$ cat config.mk
export PLATFORM = sky130hd
export DESIGN_NAME = block_dispatch
export DESIGN_NICKNAME = d
export VERILOG_FILES = /design/src/rtl/dispatch_pkg.sv /design/src/rtl/dispatch_ctrl.sv /design/src/rtl/dispatch_datapath.sv /design/src/rtl/block_dispatch.sv
export SDC_FILE = /design/constraint.sdc
export NUM_CORES = 1
export LEC_CHECK = 0
export BUFFER_PORTS_ARGS = -buffer_cell sky130_fd_sc_hd__buf_4
export CAP_MARGIN = 30
export CORE_ASPECT_RATIO = 1.25
export CORE_MARGIN = 2
export CORE_UTILIZATION = 69
export CTS_BUF_LIST = sky130_fd_sc_hd__clkbuf_16
export DETAILED_ROUTE_END_ITERATION = 7
export PLACE_DENSITY = 0.86
export SETUP_SLACK_MARGIN = 0.05
export SYNTH_ARGS = -nofsm -noshare
export SYNTH_HDL_FRONTEND = slang
export SYNTH_SLANG_ARGS = --single-unit
$ cat constraint.sdc
create_clock -name clk -period 10.7 [get_ports clk]
set_clock_uncertainty 0.05 [all_clocks]
set_input_delay 1.07 -clock clk [delete_from_list [all_inputs] [get_ports clk]]
set_output_delay 1.07 -clock clk [all_outputs]
set_load 0.05 [all_outputs]
$ cat src/rtl/dispatch_pkg.sv
package dispatch_pkg;
  // Strobes sent from control to datapath for the current cycle
  typedef struct packed {
    logic grant;   // place the request on the picked multiprocessor
    logic reject;  // consume the request as impossible
  } admitStrobe_t;

  function automatic int ceilDiv(input int num, input int den);
    return (num + den - 1) / den;
  endfunction
endpackage

$ cat src/rtl/dispatch_ctrl.sv
module dispatch_ctrl
  import dispatch_pkg::*;
#(
  parameter int NUM_SM            = 4,
  parameter int MAX_BLOCK_THREADS = 512,
  parameter int NUM_REGS          = 8192,
  parameter int THR_W             = 10,
  parameter int NEED_W            = 16,
  parameter int SM_W              = 2
) (
  input  logic              clk,
  input  logic              rstN,
  input  logic              reqValid,
  input  logic [THR_W-1:0]  reqThreads,
  input  logic [NEED_W-1:0] reqNeed,
  input  logic [NUM_SM-1:0] fitVec,
  output logic              reqReady,
  output admitStrobe_t      strobe,
  output logic [SM_W-1:0]   pickSm
);
  logic [SM_W-1:0] lastSm;
  logic [SM_W-1:0] probeSm;
  logic            anyFit;
  logic            badReq;

  assign badReq = (reqThreads == '0)
               || (reqThreads > THR_W'(MAX_BLOCK_THREADS))
               || ({1'b0, reqNeed} > (NEED_W+1)'(NUM_REGS));

  // Rotating first-fit search, starting after the last multiprocessor used
  always_comb begin
    anyFit  = 1'b0;
    pickSm  = lastSm;
    probeSm = lastSm;
    for (int k = 0; k < NUM_SM; k++) begin
      probeSm = SM_W'((int'(lastSm) + 1 + k) % NUM_SM);
      if (!anyFit && fitVec[probeSm]) begin
        anyFit = 1'b1;
        pickSm = probeSm;
      end
    end
  end

  assign strobe.grant  = reqValid && !badReq && anyFit;
  assign strobe.reject = reqValid && badReq;
  assign reqReady      = strobe.grant || strobe.reject;

  always_ff @(posedge clk or negedge rstN) begin
    if (!rstN)             lastSm <= SM_W'(NUM_SM - 1);
    else if (strobe.grant) lastSm <= pickSm;
  end
endmodule

$ cat src/rtl/dispatch_datapath.sv
module dispatch_datapath
  import dispatch_pkg::*;
#(
  parameter int NUM_SM      = 4,
  parameter int MAX_BLOCKS  = 8,
  parameter int MAX_THREADS = 768,
  parameter int NUM_REGS    = 8192,
  parameter int WARP        = 32,
  parameter int THR_W       = 10,
  parameter int RPT_W       = 6,
  parameter int SM_W        = 2,
  parameter int BLK_W       = 3,
  parameter int OCC_W       = 10,
  parameter int REG_W       = 14,
  parameter int NEED_W      = 16,
  parameter int WARP_W      = 5
) (
  input  logic                    clk,
  input  logic                    rstN,
  input  logic [THR_W-1:0]        reqThreads,
  input  logic [RPT_W-1:0]        reqRegsPerThread,
  input  logic                    doneValid,
  input  logic [SM_W-1:0]         doneSm,
  input  logic [BLK_W-1:0]        doneBlock,
  input  admitStrobe_t            strobe,
  input  logic [SM_W-1:0]         pickSm,
  output logic [NUM_SM-1:0]       fitVec,
  output logic [NEED_W-1:0]       reqNeed,
  output logic [NUM_SM*OCC_W-1:0] thrUsedFlat,
  output logic [NUM_SM*REG_W-1:0] regPtrFlat,
  output logic                    asgValid,
  output logic [SM_W-1:0]         asgSm,
  output logic [BLK_W-1:0]        asgBlock,
  output logic [WARP_W-1:0]       asgWarps,
  output logic [REG_W-1:0]        asgRegBase,
  output logic                    rejValid
);
  localparam int SUM_W  = ((OCC_W > THR_W) ? OCC_W : THR_W) + 1;
  localparam int RSUM_W = ((REG_W > NEED_W) ? REG_W : NEED_W) + 1;

  logic [NUM_SM*BLK_W-1:0] freeSlotFlat;
  logic [THR_W:0]          roundUp;
  logic [WARP_W-1:0]       warpCnt;

  assign reqNeed = NEED_W'(reqThreads) * NEED_W'(reqRegsPerThread);
  assign roundUp = (THR_W+1)'(reqThreads) + (THR_W+1)'(WARP - 1);
  assign warpCnt = WARP_W'(roundUp / (THR_W+1)'(WARP));

  for (genvar s = 0; s < NUM_SM; s++) begin : g_sm
    logic [MAX_BLOCKS-1:0] slotBits, bitsNext;
    logic [OCC_W-1:0]      thrUsed, thrNext;
    logic [REG_W-1:0]      regPtr, ptrNext;
    logic [THR_W-1:0]      slotThr [MAX_BLOCKS];
    logic [BLK_W-1:0]      freeIdx;
    logic [SUM_W-1:0]      thrSum;
    logic [RSUM_W-1:0]     regSum;
    logic                  doneHit, takeHit;

    always_comb begin
      freeIdx = '0;
      for (int b = MAX_BLOCKS - 1; b >= 0; b--)
        if (!slotBits[b]) freeIdx = BLK_W'(b);
    end

    assign thrSum    = SUM_W'(thrUsed) + SUM_W'(reqThreads);
    assign regSum    = RSUM_W'(regPtr) + RSUM_W'(reqNeed);
    assign fitVec[s] = !(&slotBits)
                    && (thrSum <= SUM_W'(MAX_THREADS))
                    && (regSum <= RSUM_W'(NUM_REGS));

    assign doneHit = doneValid && (doneSm == SM_W'(s)) && slotBits[doneBlock];
    assign takeHit = strobe.grant && (pickSm == SM_W'(s));

    always_comb begin
      bitsNext = slotBits;
      thrNext  = thrUsed;
      ptrNext  = regPtr;
      if (doneHit) begin
        bitsNext[doneBlock] = 1'b0;
        thrNext = thrNext - OCC_W'(slotThr[doneBlock]);
      end
      if (takeHit) begin
        bitsNext[freeIdx] = 1'b1;
        thrNext = thrNext + OCC_W'(reqThreads);
        ptrNext = ptrNext + REG_W'(reqNeed);
      end
      if (bitsNext == '0) ptrNext = '0;
    end

    always_ff @(posedge clk or negedge rstN) begin
      if (!rstN) begin
        slotBits <= '0;
        thrUsed  <= '0;
        regPtr   <= '0;
        for (int b = 0; b < MAX_BLOCKS; b++) slotThr[b] <= '0;
      end else begin
        slotBits <= bitsNext;
        thrUsed  <= thrNext;
        regPtr   <= ptrNext;
        if (takeHit) slotThr[freeIdx] <= reqThreads;
      end
    end

    assign thrUsedFlat[s*OCC_W +: OCC_W]  = thrUsed;
    assign regPtrFlat[s*REG_W +: REG_W]   = regPtr;
    assign freeSlotFlat[s*BLK_W +: BLK_W] = freeIdx;
  end

  always_ff @(posedge clk or negedge rstN) begin
    if (!rstN) begin
      asgValid   <= 1'b0;
      rejValid   <= 1'b0;
      asgSm      <= '0;
      asgBlock   <= '0;
      asgWarps   <= '0;
      asgRegBase <= '0;
    end else begin
      asgValid <= strobe.grant;
      rejValid <= strobe.reject;
      if (strobe.grant) begin
        asgSm      <= pickSm;
        asgBlock   <= freeSlotFlat[int'(pickSm)*BLK_W +: BLK_W];
        asgWarps   <= warpCnt;
        asgRegBase <= regPtrFlat[int'(pickSm)*REG_W +: REG_W];
      end
    end
  end
endmodule

$ cat src/rtl/block_dispatch.sv
module block_dispatch
  import dispatch_pkg::*;
#(
  parameter int NUM_SM            = 4,
  parameter int MAX_BLOCKS        = 8,
  parameter int MAX_THREADS       = 768,
  parameter int MAX_BLOCK_THREADS = 512,
  parameter int NUM_REGS          = 8192,
  parameter int WARP              = 32,
  parameter int RPT_W             = 6,
  localparam int SM_W   = (NUM_SM > 1) ? $clog2(NUM_SM) : 1,
  localparam int BLK_W  = (MAX_BLOCKS > 1) ? $clog2(MAX_BLOCKS) : 1,
  localparam int THR_W  = $clog2(MAX_BLOCK_THREADS + 1),
  localparam int REG_W  = $clog2(NUM_REGS + 1),
  localparam int WARP_W = $clog2(ceilDiv(MAX_BLOCK_THREADS, WARP) + 1)
) (
  input  logic              clk,
  input  logic              rstN,
  input  logic              reqValid,
  output logic              reqReady,
  input  logic [THR_W-1:0]  reqThreads,
  input  logic [RPT_W-1:0]  reqRegsPerThread,
  input  logic              doneValid,
  input  logic [SM_W-1:0]   doneSm,
  input  logic [BLK_W-1:0]  doneBlock,
  output logic              asgValid,
  output logic [SM_W-1:0]   asgSm,
  output logic [BLK_W-1:0]  asgBlock,
  output logic [WARP_W-1:0] asgWarps,
  output logic [REG_W-1:0]  asgRegBase,
  output logic              rejValid
);
  localparam int OCC_W  = $clog2(MAX_THREADS + 1);
  localparam int NEED_W = THR_W + RPT_W;

  admitStrobe_t            strobe;
  logic [SM_W-1:0]         pickSm;
  logic [NUM_SM-1:0]       fitVec;
  logic [NEED_W-1:0]       reqNeed;
  logic [NUM_SM*OCC_W-1:0] thrUsedFlat;
  logic [NUM_SM*REG_W-1:0] regPtrFlat;

  dispatch_ctrl #(
    .NUM_SM(NUM_SM), .MAX_BLOCK_THREADS(MAX_BLOCK_THREADS), .NUM_REGS(NUM_REGS),
    .THR_W(THR_W), .NEED_W(NEED_W), .SM_W(SM_W)
  ) u_ctrl (
    .clk(clk), .rstN(rstN), .reqValid(reqValid), .reqThreads(reqThreads),
    .reqNeed(reqNeed), .fitVec(fitVec), .reqReady(reqReady),
    .strobe(strobe), .pickSm(pickSm)
  );

  dispatch_datapath #(
    .NUM_SM(NUM_SM), .MAX_BLOCKS(MAX_BLOCKS), .MAX_THREADS(MAX_THREADS),
    .NUM_REGS(NUM_REGS), .WARP(WARP), .THR_W(THR_W), .RPT_W(RPT_W),
    .SM_W(SM_W), .BLK_W(BLK_W), .OCC_W(OCC_W), .REG_W(REG_W),
    .NEED_W(NEED_W), .WARP_W(WARP_W)
  ) u_dp (
    .clk(clk), .rstN(rstN), .reqThreads(reqThreads),
    .reqRegsPerThread(reqRegsPerThread), .doneValid(doneValid),
    .doneSm(doneSm), .doneBlock(doneBlock), .strobe(strobe), .pickSm(pickSm),
    .fitVec(fitVec), .reqNeed(reqNeed), .thrUsedFlat(thrUsedFlat),
    .regPtrFlat(regPtrFlat), .asgValid(asgValid), .asgSm(asgSm),
    .asgBlock(asgBlock), .asgWarps(asgWarps), .asgRegBase(asgRegBase),
    .rejValid(rejValid)
  );
endmodule

# Word level (Yosys, flattened, before mapping)
# Cells that the tools add are included.
[totals] regBits=476 in_bits=25 out_inout_bits=27 elab_cells=309
[op_classes] add_sub_neg=25 mul=3 n_lt_le_gt_ge=33 n_eq_ne=6 shift=2 n_mux=114 bitwise=14 n_reduce_logical=61
[op_table] op="$bwmux 80" count=4
[op_table] op="$mux 10" count=20
[op_table] op="$bmux 10 s3" count=4
[op_table] op="$demux 10 s3" count=4
[op_table] op="$mux 14" count=8
[op_table] op="$mux 3" count=32
[op_table] op="$add 14x16->17" count=4
[op_table] op="$le 17x14->1 const B" count=4
[op_table] op="$mux 8" count=8
[op_table] op="$add 14x14->14" count=4
[op_table] op="$shiftx 56x32->14" count=1
[op_table] op="$add 10x10->11" count=4
[op_table] op="$le 11x10->1 const B" count=4
[op_table] op="$add 10x10->10" count=4
[op_table] op="$sub 10x10->10" count=4
[op_table] op="$logic_and 1x1->1" count=35
[op_table] op="$and 8x8->8" count=4
[op_table] op="$logic_not 8->1" count=4
[op_table] op="$or 8x8->8" count=4
[op_table] op="$reduce_and 8->1" count=4
[op_table] op="$shiftx 12x32->3" count=1
[op_table] op="$ge 4x4->1 const B" count=5
[op_table] op="$lt 3x4->1 const B" count=5
[op_table] op="$not 3->4" count=5
[op_table] op="other kinds (24)" count=82

# Depth between registers and ports, before layout
[logic_depth] word_depth=21 ltp_mapped=33 ltp_nobuf=27

# Hierarchy
# From an unflattened synthesis, not the netlist that was laid out.
[hier_totals] hier_cells=2909 area_unflattened_um2=30580.6
[by_module_without_submodules] module="dispatch_datapath" n_inst=1 cells_per_inst=2877 area_per_inst_um2=30336.6 seq_area_each_um2=11861.4
[by_module_without_submodules] module="dispatch_ctrl" n_inst=1 cells_per_inst=32 area_per_inst_um2=244.0 seq_area_each_um2=52.6

# Worst setup path after synthesis
# No wires, ideal clock.
[synth_timing] path_kind="in2out" startpoint="input port reqThreads[2]" endpoint="output port reqReady" arrival_time_ns=7.526 slack_ns=2.054 stages=24 n_path_buf=2 cell_sequence="clkbuf_1 > clkbuf_1 > and2_1 > fa_1 > fa_1 > inv_1 > fa_1 > inv_1 > ha_1 > o211ai_1 > o21ai_0 > o211ai_1 > nand2_1 > xor2_1 > ha_1 > inv_1 > o2111ai_1 > a2111oi_2 > o2111ai_1 > a2111oi_2 > o21ai_1 > a211oi_2 > nor3_1 > a21boi_0"
[synth_via] elab_chain_cells=18
[synth_lines] item="start: declaration" line="block_dispatch.sv:21" text="input logic [THR_W-1:0] reqThreads,"
[synth_lines] item="$mul 10x6->16 / $add 10x10->11 (equally long branches)" line="dispatch_datapath.sv:45, dispatch_datapath.sv:65"
[synth_lines] item="$add 14x16->17 / $le 11x10->1 (equally long branches)" line="dispatch_datapath.sv:66, dispatch_datapath.sv:68"
[synth_lines] item="$le 17x14->1 / $logic_and 1x1->1 (equally long branches)" line="dispatch_datapath.sv:69, dispatch_datapath.sv:68"
[synth_lines] item="$logic_and 1x1->1" line="dispatch_datapath.sv:69" text="&& (regSum <= RSUM_W'(NUM_REGS));"
[synth_lines] item="$bmux 1 s2" line="dispatch_ctrl.sv:37" text="if (!anyFit && fitVec[probeSm]) begin"
[synth_lines] item="$mux 1 (implied by the code)" line="dispatch_ctrl.sv:37"
[synth_lines] item="$mux 1" line="dispatch_ctrl.sv:37"
[synth_lines] item="$logic_not 1->1" line="dispatch_ctrl.sv:37"
[synth_lines] item="[2 not listed]"
[synth_lines] item="$logic_not 1->1" line="dispatch_ctrl.sv:37"
[synth_lines] item="$logic_and 1x1->1" line="dispatch_ctrl.sv:37"
[synth_lines] item="$mux 1" line="dispatch_ctrl.sv:37"
[synth_lines] item="$logic_not 1->1" line="dispatch_ctrl.sv:37"
[synth_lines] item="$logic_and 1x1->1" line="dispatch_ctrl.sv:37"
[synth_lines] item="$mux 1" line="dispatch_ctrl.sv:37"
[synth_lines] item="$logic_and 1x1->1" line="dispatch_ctrl.sv:44" text="assign strobe.grant = reqValid && !badReq && anyFit;"
[synth_lines] item="$logic_or 1x1->1 *" line="dispatch_ctrl.sv:46" text="assign reqReady = strobe.grant || strobe.reject;"
[synth_lines] item="end: declaration" line="block_dispatch.sv:20" text="output logic reqReady,"
# Mark *: on every way between the ends. The rest lies on a longest branch, timed or not. The select of a mux whose other input is x is not followed.

# Worst setup path after layout
[layout_timing] startpoint="input port reqThreads[4]" endpoint="register u_dp.g_sm[2].slotThr[44] (netlist name)"
[layout_via] elab_chain_cells=18
[layout_lines] item="$mul 10x6->16 / $add 10x10->11 (equally long branches)" line="dispatch_datapath.sv:45, dispatch_datapath.sv:65"
[layout_lines] item="$add 14x16->17 / $le 11x10->1 (equally long branches)" line="dispatch_datapath.sv:66, dispatch_datapath.sv:68"
[layout_lines] item="$le 17x14->1 / $logic_and 1x1->1 (equally long branches)" line="dispatch_datapath.sv:69, dispatch_datapath.sv:68"
[layout_lines] item="$logic_and 1x1->1" line="dispatch_datapath.sv:69"
[layout_lines] item="$bmux 1 s2" line="dispatch_ctrl.sv:37"
[layout_lines] item="$mux 1 (implied by the code)" line="dispatch_ctrl.sv:37"
[layout_lines] item="$mux 1" line="dispatch_ctrl.sv:37"
[layout_lines] item="$logic_not 1->1" line="dispatch_ctrl.sv:37"
[layout_lines] item="[2 not listed]"
[layout_lines] item="$logic_not 1->1" line="dispatch_ctrl.sv:37"
[layout_lines] item="$logic_and 1x1->1" line="dispatch_ctrl.sv:37"
[layout_lines] item="$mux 1" line="dispatch_ctrl.sv:37"
[layout_lines] item="$logic_not 1->1" line="dispatch_ctrl.sv:37"
[layout_lines] item="$logic_and 1x1->1" line="dispatch_ctrl.sv:37"
[layout_lines] item="$mux 2 / $mux 1 (equally long branches)" line="dispatch_ctrl.sv:37"
[layout_lines] item="$eq 2x2->1 / $logic_and 1x1->1 (equally long branches)" line="dispatch_datapath.sv:72, dispatch_ctrl.sv:44"
[layout_lines] item="$logic_and 1x1->1" line="dispatch_datapath.sv:72" text="assign takeHit = strobe.grant && (pickSm == SM_W'(s));"
[layout_lines] item="end signal: indexed assignment" line="dispatch_datapath.sv:100" text="if (takeHit) slotThr[freeIdx] <= reqThreads;"
[layout_lines] item="end: declaration" line="dispatch_datapath.sv:53" text="logic [THR_W-1:0] slotThr [MAX_BLOCKS];"
# Parallel ways exist; a longest one is shown, timed or not. The select of a mux whose other input is x is not followed.
# A chain may end at the register's enable or synchronous reset.

==> impl_metrics.json <==
{
  "core-area_sq_mm": 0.0438,
  "ctsHoldBuffers": 0,
  "cp_common_cell": "fa_1",
  "grt_pass1_wl_um": 139000,
  "die_w_um": 192,
  "power.leakage_nw": 16.0,
  "setup_viol_count_final": 0,
  "htreeDepth": 2,
  "clock_latency_ns": 0.61,
  "area_growth_pct": 8.74,
  "worstSetupStartpoint": "reqThreads[4]",
  "cts-root-buf": "clkbuf_16",
  "synth_commonest_cells": "dfrtp_1, mux2_2, nand2_1",
  "tightest_slew_ns": 1.00,
  "dp_cells": 3482,
  "synth.most_common_cell": "dfrtp_1",
  "pwr_density_cell_mw_per_mm2": 244,
  "wl_per_cell_um": 25.0,
  "required_ns": 11.13,
  "drive_gt1_frac": 0.197,
  "hold_class": "primary input to async pin",
  "crit_slowest_cell": "fa_1",
  "post_synth.cell_area_avg_sq_um": 10.3,
  "syn_inst": 2959,
  "drv_slew": 0,
  "ys_ff_latch": 476,
  "overflow": 0,
  "grt_max_degree": 177,
  "crit_path_max_incr_delay_ns": 0.94,
  "async_flop_share": 1.00,
  "cts_buffer_depth": 3,
  "rsz0062_at_grt": "no",
  "multi_input_area_sq_mm": 0.0175,
  "firstDrtPassIters": 6,
  "start_util": 0.695,
  "ios": 52,
  "grt_usage": 0.395,
  "final_hold_viol_count": 0,
  "dpl_cell_area_sq_mm": 0.0315,
  "vias_per_cell": 6.94,
  "fill_cells": 2852,
  "reg2reg_slack_ns": 4.19,
  "crit_path_end_kind": "flip-flop",
  "crit_type": "primary input to flip-flop",
  "cts.clk_slew.worst_paths_ns": 0.07,
  "place_hpwl_um": 60500,
  "path_max_fanout": 23,
  "crit-reg2reg-launch": "u_dp.g_sm[2].regPtr[4]",
  "mappedNetlistArea_sq_mm": 0.0304,
  "start_kind": "primary input",
  "cts_sinks": 476,
  "worst_hold_slack_ns": 0.410,
  "synth_top_cell_area_share": 0.390,
  "fin_crit_ns": 9.35,
  "dr_total_vias": 24800,
  "synthTopCellsByArea": "dfrtp_1, mux2_2, ha_1",
  "fin_nets": 3228,
  "drc_errors": 0,
  "power_mw": 8.07,
  "final_design_area_no_fill_sq_mm": 0.0331,
  "fmax_ghz": 0.107,
  "synth_edf_count": 0,
  "port_buffers": 51,
  "gp_congestion": 1.06,
  "status": "finished clean",
  "ir_drop_mv": 0.235,
  "floorplan.rows": 86,
  "yosys_warnings": 0,
  "cts_buffers": 47,
  "ctsResizeCount": 0,
  "synth.distinct_cells": 85,
  "cp_cell_sequence": "buf_4 > and2_1 > fa_1 > ha_1 > inv_1 > fa_1 > inv_1 > fa_1 > ha_1 > a21o_1 > a31o_2 > or3_1 > a2111oi_0 > o2111ai_1 > nor4bb_1 > o221ai_1 > o21ai_1 > o311ai_4 > buf_4 > nor3_2 > and4b_1 > mux2_2",
  "cts_tree": "done",
  "instances_no_fill": 3569,
  "ys_seq_area_frac": 0.391,
  "tns_ns": 0,
  "antenna_found_initial": 2,
  "dieHeight_um": 239,
  "finalCritPeriodShare": 0.874,
  "cp.arrival_ns": 9.78,
  "antenna_left": 0,
  "grt_pass1_vias": 25500,
  "cts_setup_buffers": 0,
  "syn-num-nets": 3225,
  "dr.first_iter.drc_count": 2492,
  "wirelength_um": 89100,
  "drv_cap": 0,
  "slew-limit-headroom": 0.326,
  "die_area_sq_mm": 0.0458,
  "ys.flop_type": "dfrtp_1",
  "yosysTopAreaCell": "dfrtp_1",
  "layout.area.seq_sq_mm": 0.0119
}
worst max-delay path: cells and delay by family:
family | cells | cell delay [ns]
fa+ha+maj | 5 | 2.59
compound gates | 7 | 2.56
simple gates | 5 | 2.42
buf+inv | 4 | 0.68
mux | 1 | 0.41
routing by layer:
layer | share of wire | GRT usage
met1 | 0.37 | 0.464
met2 | 0.48 | 0.648
met3 | 0.075 | 0.0718
met4 | 0.079 | 0.289
met5 | 0 | 0
stage by stage:
stage          utilization  setup WS (ns)
3_5_place_dp         0.719          0.887
6_report             0.756           1.35
2_1_floorplan            -           2.05
4_1_cts              0.755           1.52
5_1_grt              0.756          0.966
3_3_place_gp         0.719           1.12
logic make-up (layout without fill, tap and decap cells):
| logic type | after synthesis | after routing | share of synthesized area |
|---|---|---|---|
| and+or+nand+nor | 712 | 712 | 0.119 |
| muxes | 388 | 388 | 0.144 |
| buffers and inverters | 292 | 329 | 0.0375 |
| xor gates and xnor gates | 129 | 129 | 0.0371 |
| other | 0 | 1 | 0 |
| DFF | 476 | 476 | 0.391 |
| adders and majority gates | 241 | 241 | 0.111 |
| AOI/OAI and AO/OA | 721 | 721 | 0.159 |
final timing paths:
path / to / cells past startpoint
worst min-delay path: u_dp.g_sm[2].regPtr[5] / 1
min in group clk: u_dp.asgRegBase[10] / 1
worst max register to register: u_dp.g_sm[2].slotThr[44] / 14
worst max-delay path: u_dp.g_sm[2].slotThr[44] / 22
max in group asynchronous: u_dp.g_sm[0].slotThr[12] / 3
worst min register to register: u_dp.asgRegBase[10] / 1
power breakdown:
group / internal (mW) / switching [mW] / leakage (nW)
combinational: 1.58 / 2.46 / 8.70
sequential: 2.08 / 0.241 / 6.52
clock: 0.991 / 0.729 / 0.797
final cells by class:
type | count | share of cell area
tap | 572 | 0.0216
antenna | 1 | 0.0000756
clock inverter | 36 | 0.0115
inverter | 132 | 0.0150
timing repair buffer | 114 | 0.0273
clock buffer | 47 | 0.0355
sequential | 476 | 0.360
multi-input combinational | 2191 | 0.529
state kept, by name, indices dropped and copies added (netlist names):
| signal | cells |
|---|---|
| u_dp.g_sm.slotThr | 320 |
| u_dp.g_sm.regPtr | 56 |
| u_dp.g_sm.thrUsed | 40 |
| u_dp.g_sm.slotBits | 32 |
| u_dp.asgRegBase | 14 |
| u_dp.asgWarps | 5 |
| u_dp.asgBlock | 3 |
| u_ctrl.lastSm | 2 |
| u_dp.asgSm | 2 |
| u_dp.asgValid | 1 |
| u_dp.rejValid | 1 |
cells in the final DEF (no fill, tap or decap), types with 42 or more instances in the layout:
cell | netlist | routed
a21o_1 | 54 | 54
a21oi_1 | 129 | 129
a22oi_1 | 129 | 129
and2_1 | 70 | 68
and3_1 | 43 | 42
buf_4 | 1 | 110
clkbuf_16 | 0 | 47
dfrtp_1 | 474 | 474
fa_1 | 49 | 49
ha_1 | 192 | 192
inv_1 | 132 | 145
mux2_2 | 335 | 335
nand2_1 | 240 | 240
nand3_1 | 67 | 66
nor2_1 | 109 | 107
o21ai_0 | 155 | 155
xnor2_1 | 89 | 89
Note: power is estimated with default switching activity, not from simulation.
